File: src/rtl/tcc_pkg.sv
package tcc_pkg;

    typedef struct packed {
        logic [1:0] mode;
        logic [1:0] lvl;
    } chan_cfg_t;

    localparam logic [1:0] LVL_OFF    = 2'b00;
    localparam logic [1:0] LVL_TOGGLE = 2'b01;
    localparam logic [1:0] LVL_CLEAR  = 2'b10;
    localparam logic [1:0] LVL_SET    = 2'b11;

    function automatic logic is_capture(chan_cfg_t c);
        return (c.mode == 2'b00) && (c.lvl != LVL_OFF);
    endfunction

    function automatic logic is_compare(chan_cfg_t c);
        return (c.mode != 2'b00) && (c.lvl != LVL_OFF);
    endfunction

    function automatic logic preset_level(chan_cfg_t c);
        return ~c.mode[0];
    endfunction

endpackage

File: src/rtl/tcc_edge_sync.sv
module tcc_edge_sync #(
    parameter int STAGES = 2
) (
    input  logic clk_i,
    input  logic rst_ni,
    input  logic pin_i,
    output logic rise_o,
    output logic fall_o
);
    localparam int MSB = STAGES - 1;

    typedef struct packed {
        logic [MSB:0] sh;
        logic         prev;
    } sync_st_t;

    sync_st_t st_d, st_q;

    always_comb begin
        st_d = st_q;
        st_d.prev = st_q.sh[MSB];
        st_d.sh   = {st_q.sh[MSB-1:0], pin_i};
        rise_o = st_q.sh[MSB] & ~st_q.prev;
        fall_o = ~st_q.sh[MSB] & st_q.prev;
    end

    always_ff @(posedge clk_i or negedge rst_ni) begin
        if (!rst_ni) st_q <= '0;
        else         st_q <= st_d;
    end
endmodule

File: src/rtl/tcc_val_reg.sv
module tcc_val_reg #(
    parameter int CNT_W = 16
) (
    input  logic             clk_i,
    input  logic             rst_ni,
    input  logic             buffered_i,
    input  logic             wr_i,
    input  logic [CNT_W-1:0] wdata_i,
    input  logic             cap_i,
    input  logic [CNT_W-1:0] cnt_i,
    input  logic             ovf_i,
    output logic [CNT_W-1:0] act_o
);
    typedef struct packed {
        logic [CNT_W-1:0] act;
        logic [CNT_W-1:0] shadow;
        logic             pend;
    } val_st_t;

    val_st_t st_d, st_q;

    always_comb begin
        st_d = st_q;
        if (cap_i) begin
            st_d.act = cnt_i;
        end else if (buffered_i) begin
            if (ovf_i && st_q.pend) begin
                st_d.act  = st_q.shadow;
                st_d.pend = 1'b0;
            end
            if (wr_i) begin
                st_d.shadow = wdata_i;
                st_d.pend   = 1'b1;
            end
        end else if (wr_i) begin
            st_d.act = wdata_i;
        end
        if (!buffered_i) st_d.pend = 1'b0;
        act_o = st_q.act;
    end

    always_ff @(posedge clk_i or negedge rst_ni) begin
        if (!rst_ni) st_q <= '0;
        else         st_q <= st_d;
    end
endmodule

File: src/rtl/tcc_out_ctl.sv
module tcc_out_ctl
    import tcc_pkg::*;
(
    input  logic      clk_i,
    input  logic      rst_ni,
    input  logic [1:0] cur_lvl_i,
    input  chan_cfg_t nxt_cfg_i,
    input  logic      match_i,
    input  logic      cap_ev_i,
    input  logic      flag_clr_i,
    output logic      out_o,
    output logic      flag_o
);
    typedef struct packed {
        logic out;
        logic flag;
    } out_st_t;

    out_st_t st_d, st_q;

    always_comb begin
        st_d = st_q;
        if (cap_ev_i || match_i) st_d.flag = 1'b1;
        else if (flag_clr_i)     st_d.flag = 1'b0;

        if (nxt_cfg_i.lvl == LVL_OFF) begin
            st_d.out = preset_level(nxt_cfg_i);
        end else if (match_i) begin
            unique case (cur_lvl_i)
                LVL_TOGGLE: st_d.out = ~st_q.out;
                LVL_CLEAR:  st_d.out = 1'b0;
                LVL_SET:    st_d.out = 1'b1;
                default:    st_d.out = st_q.out;
            endcase
        end
        out_o  = st_q.out;
        flag_o = st_q.flag;
    end

    always_ff @(posedge clk_i or negedge rst_ni) begin
        if (!rst_ni) st_q <= '{out: 1'b1, flag: 1'b0};
        else         st_q <= st_d;
    end
endmodule

File: src/rtl/tcc_channel.sv
module tcc_channel
    import tcc_pkg::*;
#(
    parameter int CNT_W       = 16,
    parameter int SYNC_STAGES = 2
) (
    input  logic             clk_i,
    input  logic             rst_ni,
    input  logic [CNT_W-1:0] cnt_i,
    input  logic             cnt_ovf_i,
    input  logic             cfg_wr_i,
    input  logic [3:0]       cfg_wdata_i,
    input  logic             val_wr_i,
    input  logic [CNT_W-1:0] val_wdata_i,
    input  logic             flag_clr_i,
    input  logic             cap_pin_i,
    output logic [3:0]       rd_cfg_o,
    output logic [CNT_W-1:0] rd_val_o,
    output logic             flag_o,
    output logic             pin_o,
    output logic             pin_oe_o
);
    chan_cfg_t cfg_d, cfg_q;
    logic rise, fall, cap_ev, match;
    logic [CNT_W-1:0] act_val;

    always_comb begin
        cfg_d = cfg_q;
        if (cfg_wr_i) cfg_d = chan_cfg_t'(cfg_wdata_i);
    end

    always_ff @(posedge clk_i or negedge rst_ni) begin
        if (!rst_ni) cfg_q <= '0;
        else         cfg_q <= cfg_d;
    end

    tcc_edge_sync #(.STAGES(SYNC_STAGES)) u_sync (
        .clk_i (clk_i),
        .rst_ni(rst_ni),
        .pin_i (cap_pin_i),
        .rise_o(rise),
        .fall_o(fall)
    );

    always_comb begin
        cap_ev = 1'b0;
        if (is_capture(cfg_q)) begin
            unique case (cfg_q.lvl)
                2'b01:   cap_ev = rise;
                2'b10:   cap_ev = fall;
                2'b11:   cap_ev = rise | fall;
                default: cap_ev = 1'b0;
            endcase
        end
        match = is_compare(cfg_q) && (cnt_i == act_val);
    end

    tcc_val_reg #(.CNT_W(CNT_W)) u_val (
        .clk_i     (clk_i),
        .rst_ni    (rst_ni),
        .buffered_i(cfg_q.mode[1]),
        .wr_i      (val_wr_i),
        .wdata_i   (val_wdata_i),
        .cap_i     (cap_ev),
        .cnt_i     (cnt_i),
        .ovf_i     (cnt_ovf_i),
        .act_o     (act_val)
    );

    tcc_out_ctl u_out (
        .clk_i     (clk_i),
        .rst_ni    (rst_ni),
        .cur_lvl_i (cfg_q.lvl),
        .nxt_cfg_i (cfg_d),
        .match_i   (match),
        .cap_ev_i  (cap_ev),
        .flag_clr_i(flag_clr_i),
        .out_o     (pin_o),
        .flag_o    (flag_o)
    );

    assign rd_cfg_o = cfg_q;
    assign rd_val_o = act_val;
    assign pin_oe_o = is_compare(cfg_q);
endmodule

File: config.mk
export PLATFORM = sky130hd
export DESIGN_NAME = tcc_channel
export DESIGN_NICKNAME = d
export VERILOG_FILES = /design/src/rtl/tcc_pkg.sv /design/src/rtl/tcc_edge_sync.sv /design/src/rtl/tcc_val_reg.sv /design/src/rtl/tcc_out_ctl.sv /design/src/rtl/tcc_channel.sv
export SDC_FILE = /design/constraint.sdc
export NUM_CORES = 1
export LEC_CHECK = 0
export BUFFER_PORTS_ARGS = -buffer_cell sky130_fd_sc_hd__buf_2
export CORE_MARGIN = 2
export CORE_UTILIZATION = 47
export DETAILED_ROUTE_END_ITERATION = 12
export GPL_TIMING_DRIVEN = 0
export HOLD_SLACK_MARGIN = 0.1
export PLACE_DENSITY = 0.88
export RECOVER_POWER = 50
export SYNTH_ARGS = -nofsm -noshare
export SYNTH_HDL_FRONTEND = slang
export SYNTH_SLANG_ARGS = --single-unit
File: constraint.sdc
create_clock -name clk_i -period 1.8 [get_ports clk_i]
set_input_delay 0.09 -clock clk_i [delete_from_list [all_inputs] [get_ports clk_i]]
set_output_delay 0.09 -clock clk_i [all_outputs]
set_load 0.02 [all_outputs]
==> results.json, run 1 <==
{
  "routed_wl_um": 6570,
  "syn-num-nets": 279,
  "core_um2": 4790,
  "layout-drive-gt1-share_pct": 43.6,
  "end_kind": "flip-flop",
  "dp_hpwl_um": 3880,
  "synth_area_per_cell_um2": 10.2,
  "min_period_over_period_pct": 101,
  "viasPerCell": 5.11,
  "ir_drop_v": 0.000596,
  "synthDistinctLibCells": 33,
  "netlist.top_cell.by_area": "dfrtp_1",
  "fin_ws_ns": -0.0130,
  "pre_cts_slack_ns": -0.161,
  "period_needed_ns": 1.81,
  "synth-seq-cells": 42,
  "synthTopCellsByArea": "dfrtp_1 (44%), mux2i_1 (8.5%), mux2_2 (8.1%)",
  "gp_congestion": 0.763,
  "antennaDiodeCount": 0,
  "ios": 66,
  "placed_area_um2": 2760,
  "clkTransAtPathRegs_ns": 0.09,
  "drcViolationCount": 0,
  "syn_to_final_growth_pct": 47.1,
  "rows": 25,
  "whs_path_depth": 3,
  "first_pass_iters": 4,
  "worstHoldPathType": "input port to flip-flop",
  "clock_path_buffers": 2,
  "htree_num_levels": 2,
  "drt_iter0_markers": 86,
  "numPortBuffers": 64,
  "timing.hold.ws_ns": 0.118,
  "relSlewSlack_pct": 36.7,
  "yosysWarnings": 0,
  "wl_per_cell_um": 15.7,
  "die_h_um": 74.8,
  "cts.sinks": 42,
  "arrival_ns": 2.00,
  "critPathMostFrequentCell": "buf_4",
  "finalClockSkew_ns": 0.0113,
  "antenna_found_initial": 0,
  "synth_area_um2": 2360,
  "clk_latency_ns": 0.30,
  "utilization_pct": 72.4,
  "syn_inst": 230,
  "crit_type": "flip-flop to flip-flop",
  "final_area_um2": 3470,
  "cp_cell_sequence": "ha_1 -> a22oi_2 -> buf_4 -> a21oi_4 -> buf_12 -> buf_8 -> buf_4 -> a21oi_1 -> o21ai_1",
  "overflow": 0,
  "status": "complete, but fails checks",
  "hold_viol": 0,
  "grt_max_degree": 43,
  "p_leak_uw": 0.00170,
  "drv_cap": 0,
  "ant_nets": 0,
  "synth_top_area_share_pct": 43.5,
  "die_w_um": 74.8,
  "cts_tree": "built",
  "p_per_area_nw_per_um2": 963,
  "worst_pin_slew_ns": 0.949,
  "mostFrequentLayoutCell": "buf_2",
  "setup_viol": 1,
  "rsz0062_at_grt": "true",
  "die_area_um2": 5600,
  "cp_num_cells": 9,
  "seq_area_frac_synth_pct": 44.7,
  "path_buf_inv": 4,
  "grt_pass1_vias": 2165,
  "rr_worst_depth": 9,
  "grt_pass1_wl_um": 9700,
  "cpPeakStageDelay_ns": 0.41,
  "clockRootBuffer": "clkbuf_8",
  "crit_path_top_delay_cell": "dfrtp_1",
  "start_util_pct": 49.2,
  "grt_usage_pct": 23.6,
  "vias": 2135,
  "final_nets": 399,
  "required_ns": 1.98,
  "cts_buffers": 5,
  "startpoint_type": "flip-flop",
  "fmax_ghz": 0.552,
  "crit_fanout": 7,
  "violations": "negative setup slack",
  "slew_viol_final": 0,
  "final_cell_mix": "buf_2 (65), dfrtp_1 (39), dlygate4sd3_1 (35)",
  "crit_family": "buffers and inverters"
}
[synth_stat cells (all sizes together)]
cell type   n
mux2i      20
o21bai      1
nor4        2
o211ai      1
and3        1
nor2       17
dfrtp      41
xnor2       4
mux2       17
o21ai      19
a211oi      1
o31ai       1
inv         7
nor3        3
ha          6
nand2b      1
nand4       2
a22oi       1
xor2       12
nand2      23
or3         1
nor2b       1
o21a        1
clkbuf      2
dfstp       1
a21oi      19
buf        25
[flip-flops by register name, indices dropped and copies added, names as in the netlist]
| signal | flops |
|---|---|
| u_out.flag_o | 1 |
| rd_cfg_o | 4 |
| u_sync.st_d | 2 |
| u_val.act_o | 16 |
| u_sync.st_q | 1 |
| u_val.st_q | 17 |
| u_out.out_o | 1 |
[final timing paths]
kind / endpoint / startpoint / slack (ns)
max: u_val.act_o[2] / u_sync.st_d[0] / -0.01
min: u_val.act_o[2] / cnt_i[2] / 0.12
max reg2reg: u_val.act_o[2] / u_sync.st_d[0] / -0.01
min reg2reg: u_sync.st_d[0] / u_sync.st_d[2] / 0.36
max in group asynchronous: rd_cfg_o[0] / rst_ni / 0.69
min in group asynchronous: u_sync.st_q[0] / rst_ni / 0.47
[stage by stage]
| step | total power, uW | TNS [ns] | cells |
|---|---|---|---|
| floorplan | 2050 | 0 | 230 |
| global placement | 2330 | -1.47 | 361 |
| detailed placement | 2370 | -2.10 | 361 |
| CTS | 3260 | 0 | 415 |
| global route | 3510 | -0.473 | 418 |
| finish | 3340 | -0.0130 | 418 |
[final cells by class]
type | instances | area [um^2]
Fill cell | 335 | 1320
Multi-Input combinational cell | 154 | 1150
Sequential cell | 42 | 1050
Timing Repair Buffer | 113 | 800
Buffer | 27 | 234
Clock buffer | 7 | 86.3
Tap cell | 67 | 83.8
Clock inverter | 1 | 30.0
Inverter | 7 | 26.3
[worst min-delay path, stage by stage]
cell and delay (ns):
buf_2 0.10, a21oi_1 0.06, o21ai_1 0.12
[per-layer routing]
layer | GRT usage, % | up-vias | wire length, um
met5 | 0 | - | 0
met4 | 9.92 | 0 | 161
met3 | 5.62 | 15 | 387
met2 | 43.5 | 74 | 3470
met1 | 25.9 | 1041 | 2550
li1 | - | 1005 | -
[power by group]
| part | switching (uW) | total [uW] | internal, uW |
|---|---|---|---|
| Clock | 331 | 784 | 453 |
| Sequential | 170 | 1310 | 1140 |
| Combinational | 618 | 1240 | 622 |
| Total | 1120 | 3340 | 2220 |
[logic make-up (layout without fill, tap and decap cells)]
group	after synthesis	count (layout)	synth area share [%]
compound gates	44	44	10.9
xor+xnor	16	16	5.95
fa+ha+maj	6	6	3.19
buf+inv	34	155	9.45
flops	42	42	44.7
mux	37	37	16.6
simple gates	51	51	9.24
[timing repair]
item                                   4_1_cts  5_1_grt
pin swaps                                    6       11
setup endpoints to repair                   16       17
gates cloned                                 2        0
endpoints found under the hold margin       75        0
setup buffers                                9        3
hold buffers                                35        0
resized for setup                           14       22
Note: power is estimated with default switching activity, not from simulation.
==> run 2: changes to the inputs <==
Settings changed: PLACE_DENSITY 0.88 to 0.85, SYNTH_HIERARCHICAL set to 1.
==> run 2 against run 1 <==
The flow still finishes with violations (negative setup slack). Largest power group is now combinational logic. Global-route usage is 0.78 points lower. Utilization fell by 1.4 points. Non-clock buffer count shrank 14.
==> results.json, run 2 <==
{
  "grt_pass1_vias": 1958,
  "r2r-end": "u_out/out_o",
  "final_nets": 352,
  "crit_type": "flip-flop to flip-flop",
  "p_leak_uw": 0.00158,
  "whs_path_depth": 2,
  "setup_viol": 1,
  "ir_drop_v": 0.000417,
  "utilization_pct": 71.1,
  "clockRootBuffer": "clkbuf_8",
  "rrSetupSlack_ns": -0.14,
  "mostFrequentLayoutCell": "buf_2",
  "arrival_ns": 2.16,
  "violations": "negative setup slack",
  "syn_inst": 199,
  "yosysWarnings": 6,
  "slew_viol_final": 0,
  "rr_worst_depth": 7,
  "gp_congestion": 0.784,
  "first_pass_iters": 4,
  "final_area_um2": 3330,
  "clkTransAtPathRegs_ns": 0.08,
  "grt_max_degree": 43,
  "grt_usage_pct": 22.8,
  "grt_util_met1_pct": 26.3,
  "hold_path_end": "rd_cfg_o[3]",
  "p_per_area_nw_per_um2": 982,
  "numPortBuffers": 65,
  "hold_viol": 0,
  "synth_area_um2": 2280,
  "seq_area_frac_synth_pct": 46.1,
  "viasPerCell": 5.37,
  "die_h_um": 73.7,
  "synth_area_per_cell_um2": 11.5,
  "worstHoldPathType": "input port to flip-flop",
  "placed_area_um2": 2680,
  "fin_ws_ns": -0.141,
  "drcViolationCount": 0,
  "routed_wl_um": 6350,
  "busiest_layer": "met2",
  "crit_fanout": 2,
  "rsz0062_at_grt": "true",
  "clock_path_buffers": 2,
  "met3_usage_pct": 5.76,
  "grt.met2_usage_pct": 40.8,
  "finalClockSkew_ns": 0.00881,
  "syn-num-nets": 243,
  "die_w_um": 73.7,
  "layout-drive-gt1-share_pct": 49.0,
  "async_reset_ff_share_pct": 100,
  "rows": 25,
  "cts.sinks": 42,
  "ios": 66,
  "antenna_found_initial": 0,
  "status": "complete, but fails checks",
  "dp_hpwl_um": 3630,
  "end_kind": "flip-flop",
  "regMostFlops": "u_val/st_q",
  "min_period_over_period_pct": 108,
  "synth_flop_cell": "dfrtp_1",
  "period_needed_ns": 1.94,
  "min_from": "cfg_wr_i",
  "drv_cap": 0,
  "vias": 1944,
  "synth-seq-cells": 42,
  "totalPowerFinal_uw": 3270,
  "htree_num_levels": 2,
  "synth_top_area_share_pct": 44.9,
  "fmax_ghz": 0.515,
  "ant_nets": 0,
  "synthTopCellsByCount": "dfrtp_1 (41), mux2_2 (20), inv_1 (18), nand2_1 (18), buf_4 (17)",
  "synth-edff-count": 0,
  "pre_cts_slack_ns": -0.267,
  "overflow": 0,
  "synth.most_common_cell": "dfrtp_1",
  "synthTopCellsByArea": "dfrtp_1 (45%), mux2_2 (9.9%), mux2i_1 (7.0%)",
  "relSlewSlack_pct": 37.2,
  "die_area_um2": 5430,
  "required_ns": 2.02,
  "synthDistinctLibCells": 38,
  "syn_to_final_growth_pct": 46.0,
  "startpoint_type": "flip-flop",
  "grt_pass1_wl_um": 9200,
  "cts_buffers": 5,
  "antennaDiodeCount": 0,
  "timing.rr.start": "u_val/act_o[13]",
  "clk_latency_ns": 0.30,
  "drt_iter0_markers": 205,
  "worst_pin_slew_ns": 0.941,
  "netlist.top_cell.by_area": "dfrtp_1",
  "cts_tree": "built",
  "final_cell_mix": "buf_2 (66), dlygate4sd3_1 (39), dfrtp_1 (39)",
  "wl_per_cell_um": 17.5,
  "core_um2": 4690,
  "largest_reg_flops": 17,
  "start_util_pct": 48.7
}
-- run 2: power by group --
part	switching (uW)	internal (uW)	total, uW
registers	184	1150	1340
logic	656	696	1350
clock network	319	266	585
-- run 2: layout make-up --
class | instances | area [um^2]
Clock inverter | 1 | 7.51
Multi-Input combinational cell | 115 | 1170
Fill cell | 299 | 1360
Sequential cell | 42 | 1050
Tap cell | 54 | 67.6
Clock buffer | 6 | 72.6
Inverter | 18 | 67.6
Buffer | 11 | 97.6
Timing Repair Buffer | 115 | 798
-- run 2: worst max-delay path, cell delays in order, from the launching register on --
cell and delay, ns:
dfrtp_1 0.43, xnor2_2 0.19, nand4_1 0.18, nor4_4 0.35, and3_4 0.25, o21ai_2 0.06, and2_1 0.15, o31a_1 0.24
-- run 2: metrics by stage --
stage	TNS (ns)	instances	hold WS, ns
final	-0.141	362	0.105
after global routing	-0.226	362	0.115
after CTS	-0.0319	362	0.104
after detailed placement	-4.52	318	0.203
after global placement	-3.74	318	0.202
after floorplan	0	199	-0.206
-- run 2: routing by layer --
| layer | vias to the layer above | wire length, um |
|---|---|---|
| li1 | 900 | - |
| met1 | 952 | 2490 |
| met2 | 78 | 3410 |
| met3 | 14 | 333 |
| met4 | 0 | 117 |
| met5 | - | 0 |
-- run 2: what timing repair did --
action / CTS / global route
endpoints found under the hold margin: 79 / 0
gates resized for setup: 20 / 15
buffers inserted: 7 / 4
endpoints found under the setup margin: 22 / 33
hold buffers: 39 / 0
pin swaps: 17 / 7
-- run 2: worst max path at each step --
stage / slack, ns / from / cells past startpoint / to
6_report: -0.14 / u_val/act_o[13] / 7 / u_out/out_o
4_1_cts: -0.03 / u_val/act_o[13] / 7 / u_out/out_o
3_3_place_gp: -0.23 / u_sync/st_d[0] / 6 / u_val/st_q[3]
2_1_floorplan: 0.006 / rd_cfg_o[1] / 5 / u_val/st_q[10]
3_5_place_dp: -0.27 / u_sync/st_d[0] / 6 / u_val/st_q[3]
5_1_grt: -0.19 / u_val/act_o[13] / 7 / u_out/out_o
-- run 2: cell families (layout without fill, tap and decap cells) --
logic type	after synthesis	count (layout)	share of synthesized area, %
mux	36	36	16.9
simple gates	36	36	8.00
flops	42	42	46.1
xor+xnor	16	16	6.14
fa+ha+maj	1	1	0.548
compound gates	26	26	11.8
buf+inv	42	151	10.5
==> run 3: changes to the inputs <==
Settings changed: ABC_AREA set to 1, CORE_UTILIZATION 47 to 48.
==> run 3 against run 2 <==
Non-clock buffer count decreased by 10. Synthesized cell count increased by 86%. Critical path depth stayed put. Power down 1.3%. Final area increased by 0.68%. Sequential share of layout area is 0.25 points lower. First-iteration DRC count fell by 1.5%. Largest power group unchanged. The flow now finishes without violations. Die area is 12% higher. Clock skew rose by 0.00063 ns. Maximum frequency grew 16%. Sequential power fell by 5%.
==> results.json, run 3 <==
{
  "cts_buffers": 5,
  "synth_top_area_share_pct": 39.0,
  "dpl.cell_count": 505,
  "grt_pass1_vias": 2537,
  "seqCellArea_um2": 1050,
  "ios": 66,
  "rr_worst_depth": 7,
  "gp_congestion": 0.789,
  "syn-num-nets": 414,
  "synthTopCellsByCount": "nand2_1 (155), inv_1 (55), dfrtp_1 (41)",
  "viasPerCell": 4.58,
  "grt_util_met1_pct": 29.5,
  "start_util_pct": 50.6,
  "final_nets": 510,
  "die_area_um2": 6090,
  "slew_viol_final": 0,
  "sw_frac_of_total_pct": 38.1,
  "required_ns": 1.97,
  "yosysWarnings": 6,
  "wl_per_cell_um": 11.9,
  "fmax_ghz": 0.599,
  "r2r-end": "u_val/st_q[0]",
  "synth.most_common_cell": "nand2_1",
  "synth_area_per_cell_um2": 7.11,
  "clkTransAtPathRegs_ns": 0.08,
  "async_reset_ff_share_pct": 100,
  "startpoint_type": "flip-flop",
  "final_cell_mix": "nand2_1 (155), inv_1 (55), buf_2 (50)",
  "setup_viol": 0,
  "crit_type": "flip-flop to flip-flop",
  "synth_flop_cell": "dfrtp_1",
  "switching_power_uw": 1230,
  "dp_hpwl_um": 4550,
  "syn_to_final_growth_pct": 27.6,
  "fin_ws_ns": 0.130,
  "syn_inst": 370,
  "cp_cell_sequence": "nor2_2 -> a21boi_2 -> buf_6 -> inv_12 -> nand3_2 -> buf_2 -> o21ai_0",
  "power_frac_seq_pct": 39.2,
  "vias": 2458,
  "crit_family": "buffers and inverters",
  "cts_tree": "built",
  "min_from": "cnt_i[11]",
  "tns_ns": 0,
  "synth-edff-count": 0,
  "drcViolationCount": 0,
  "grt_max_degree": 43,
  "core_um2": 5200,
  "layout-drive-gt1-share_pct": 22.9,
  "ir_drop_v": 0.000525,
  "met3_usage_pct": 3.79,
  "hold_path_end": "u_val/act_o[11]",
  "p_leak_uw": 0.00191,
  "relSlewSlack_pct": 29.1,
  "clock_path_buffers": 2,
  "antennaDiodeCount": 0,
  "regMostFlops": "u_val/st_q",
  "mostFrequentLayoutCell": "nand2_1",
  "grt_usage_pct": 22.8,
  "synthDistinctLibCells": 29,
  "seq_area_frac_synth_pct": 40.0,
  "whs_path_depth": 5,
  "worst_setup_path_startpoint": "rd_cfg_o[3]",
  "busiest_layer": "met2",
  "ant_nets": 0,
  "p_clk_share_pct": 20.1,
  "htree_num_levels": 2,
  "worst_pin_slew_ns": 1.06,
  "rsz0062_at_grt": "false",
  "crit_fanout": 10,
  "crit_path_top_delay_cell": "dfrtp_2",
  "end_kind": "flip-flop",
  "combPwrFrac_pct": 40.7,
  "drv_cap": 0,
  "period_needed_ns": 1.67,
  "rrSetupSlack_ns": 0.13,
  "timing.rr.start": "rd_cfg_o[3]",
  "cts.sinks": 42,
  "p_per_area_nw_per_um2": 962,
  "stdcell_count": 537,
  "p_int_uw": 2000,
  "fill_cells": 474,
  "arrival_ns": 1.84,
  "largest_reg_flops": 17,
  "synthTopCellsByArea": "dfrtp_1 (39%), nand2_1 (22%), inv_1 (7.8%)",
  "path_buf_inv": 3,
  "overflow": 0,
  "numPortBuffers": 65,
  "hold_viol": 0,
  "die_w_um": 78.0,
  "clk_latency_ns": 0.30,
  "clockRootBuffer": "clkbuf_8",
  "first_pass_iters": 4,
  "worstHoldPathType": "input port to flip-flop",
  "multiInputGateArea_um2": 1120,
  "cpPeakStageDelay_ns": 0.45,
  "die_h_um": 78.0,
  "synth_area_um2": 2630,
  "pre_cts_slack_ns": 0.00595,
  "grt_pass1_wl_um": 11100,
  "status": "finished clean",
  "min_period_over_period_pct": 92.8,
  "netlist.top_cell.by_area": "dfrtp_1",
  "finalClockSkew_ns": 0.00944,
  "antenna_found_initial": 0,
  "rows": 26,
  "synth-seq-cells": 42,
  "grt.met2_usage_pct": 38.2,
  "routed_wl_um": 6410,
  "drt_iter0_markers": 202
}
==> run 3: cell count changes after synthesis, sizes merged, moves of 3 or more <==
cell | previous run | this run
nor2 | 2 | 13
xnor2 | 16 | 2
mux2 | 20 | 4
nand3 | 1 | 25
xor2 | 0 | 4
buf | 22 | 27
nand2 | 18 | 168
mux2i | 16 | 0
o221ai | 15 | 0
nand4 | 3 | 0
o21ai | 3 | 20
inv | 18 | 60
==> run 3: worst register-to-register path, cell delays in order (launching register included) <==
cell and delay (ns):
dfrtp_2 0.45, nor2_2 0.15, a21boi_2 0.22, buf_6 0.19, inv_12 0.06, nand3_2 0.10
buf_2 0.24, o21ai_0 0.13
==> run 3: how the worst max path moves through the flow <==
stage,end,slack [ns],cells after the start
after floorplan,u_val/act_o[0],0.17,9
after global placement,u_val/act_o[1],0.05,9
after detailed placement,u_val/st_q[0],0.006,7
after CTS,u_val/st_q[0],0.06,7
after global routing,u_val/act_o[1],0.006,9
final,u_val/st_q[0],0.13,7
==> run 3: timing repair <==
item / in CTS / in global routing
cloned: 0 / 0
pin swaps: 0 / 0
buffers inserted: 0 / 0
endpoints found under the setup margin: 3 / 25
hold buffers: 24 / 0
endpoints found under the hold margin: 63 / 0
resized for setup: 1 / 2
==> run 3: kinds of logic after synthesis <==
| group | count (synthesis) | share of synthesized area [%] |
|---|---|---|
| simple gates | 206 | 33.6 |
| buf+inv | 88 | 17.5 |
| flops | 42 | 40.0 |
| compound gates | 23 | 4.66 |
| xor+xnor | 6 | 2.00 |
| mux | 4 | 1.71 |
| fa+ha+maj | 1 | 0.475 |
==> run 3: layout make-up <==
class	instances	area share, %
plain buffers	27	6.00
clock buffers	7	2.57
clock inverters	1	0.149
inverters	61	7.75
multi-input cells	240	33.5
flip-flops and latches	42	31.4
well taps	70	2.61
repair buffers	89	16.1
==> run 3: power by group through the flow <==
stage	clock [uW]	combinational, uW	sequential, uW
2_1_floorplan	0	936	1280
3_3_place_gp	0	1260	1270
3_5_place_dp	0	1300	1280
4_1_cts	664	1350	1260
5_1_grt	710	1470	1290
6_report	649	1320	1270
==> run 3: metal layers <==
| metal | vias up | wire length [um] |
|---|---|---|
| li1 | 1277 | - |
| met1 | 1088 | 2860 |
| met2 | 84 | 3060 |
| met3 | 9 | 393 |
| met4 | 0 | 94 |
| met5 | - | 0 |
==> run 3: through the flow <==
stage	instance area [um^2]	hold WS [ns]	utilization (%)	total power, uW
after global placement	3040	0.199	58.5	2530
after detailed placement	3040	0.201	58.5	2580
after CTS	3380	0.109	64.9	3280
final	3360	0.114	64.5	3230
after global routing	3360	0.125	64.5	3470
after floorplan	2630	-0.206	-	2210
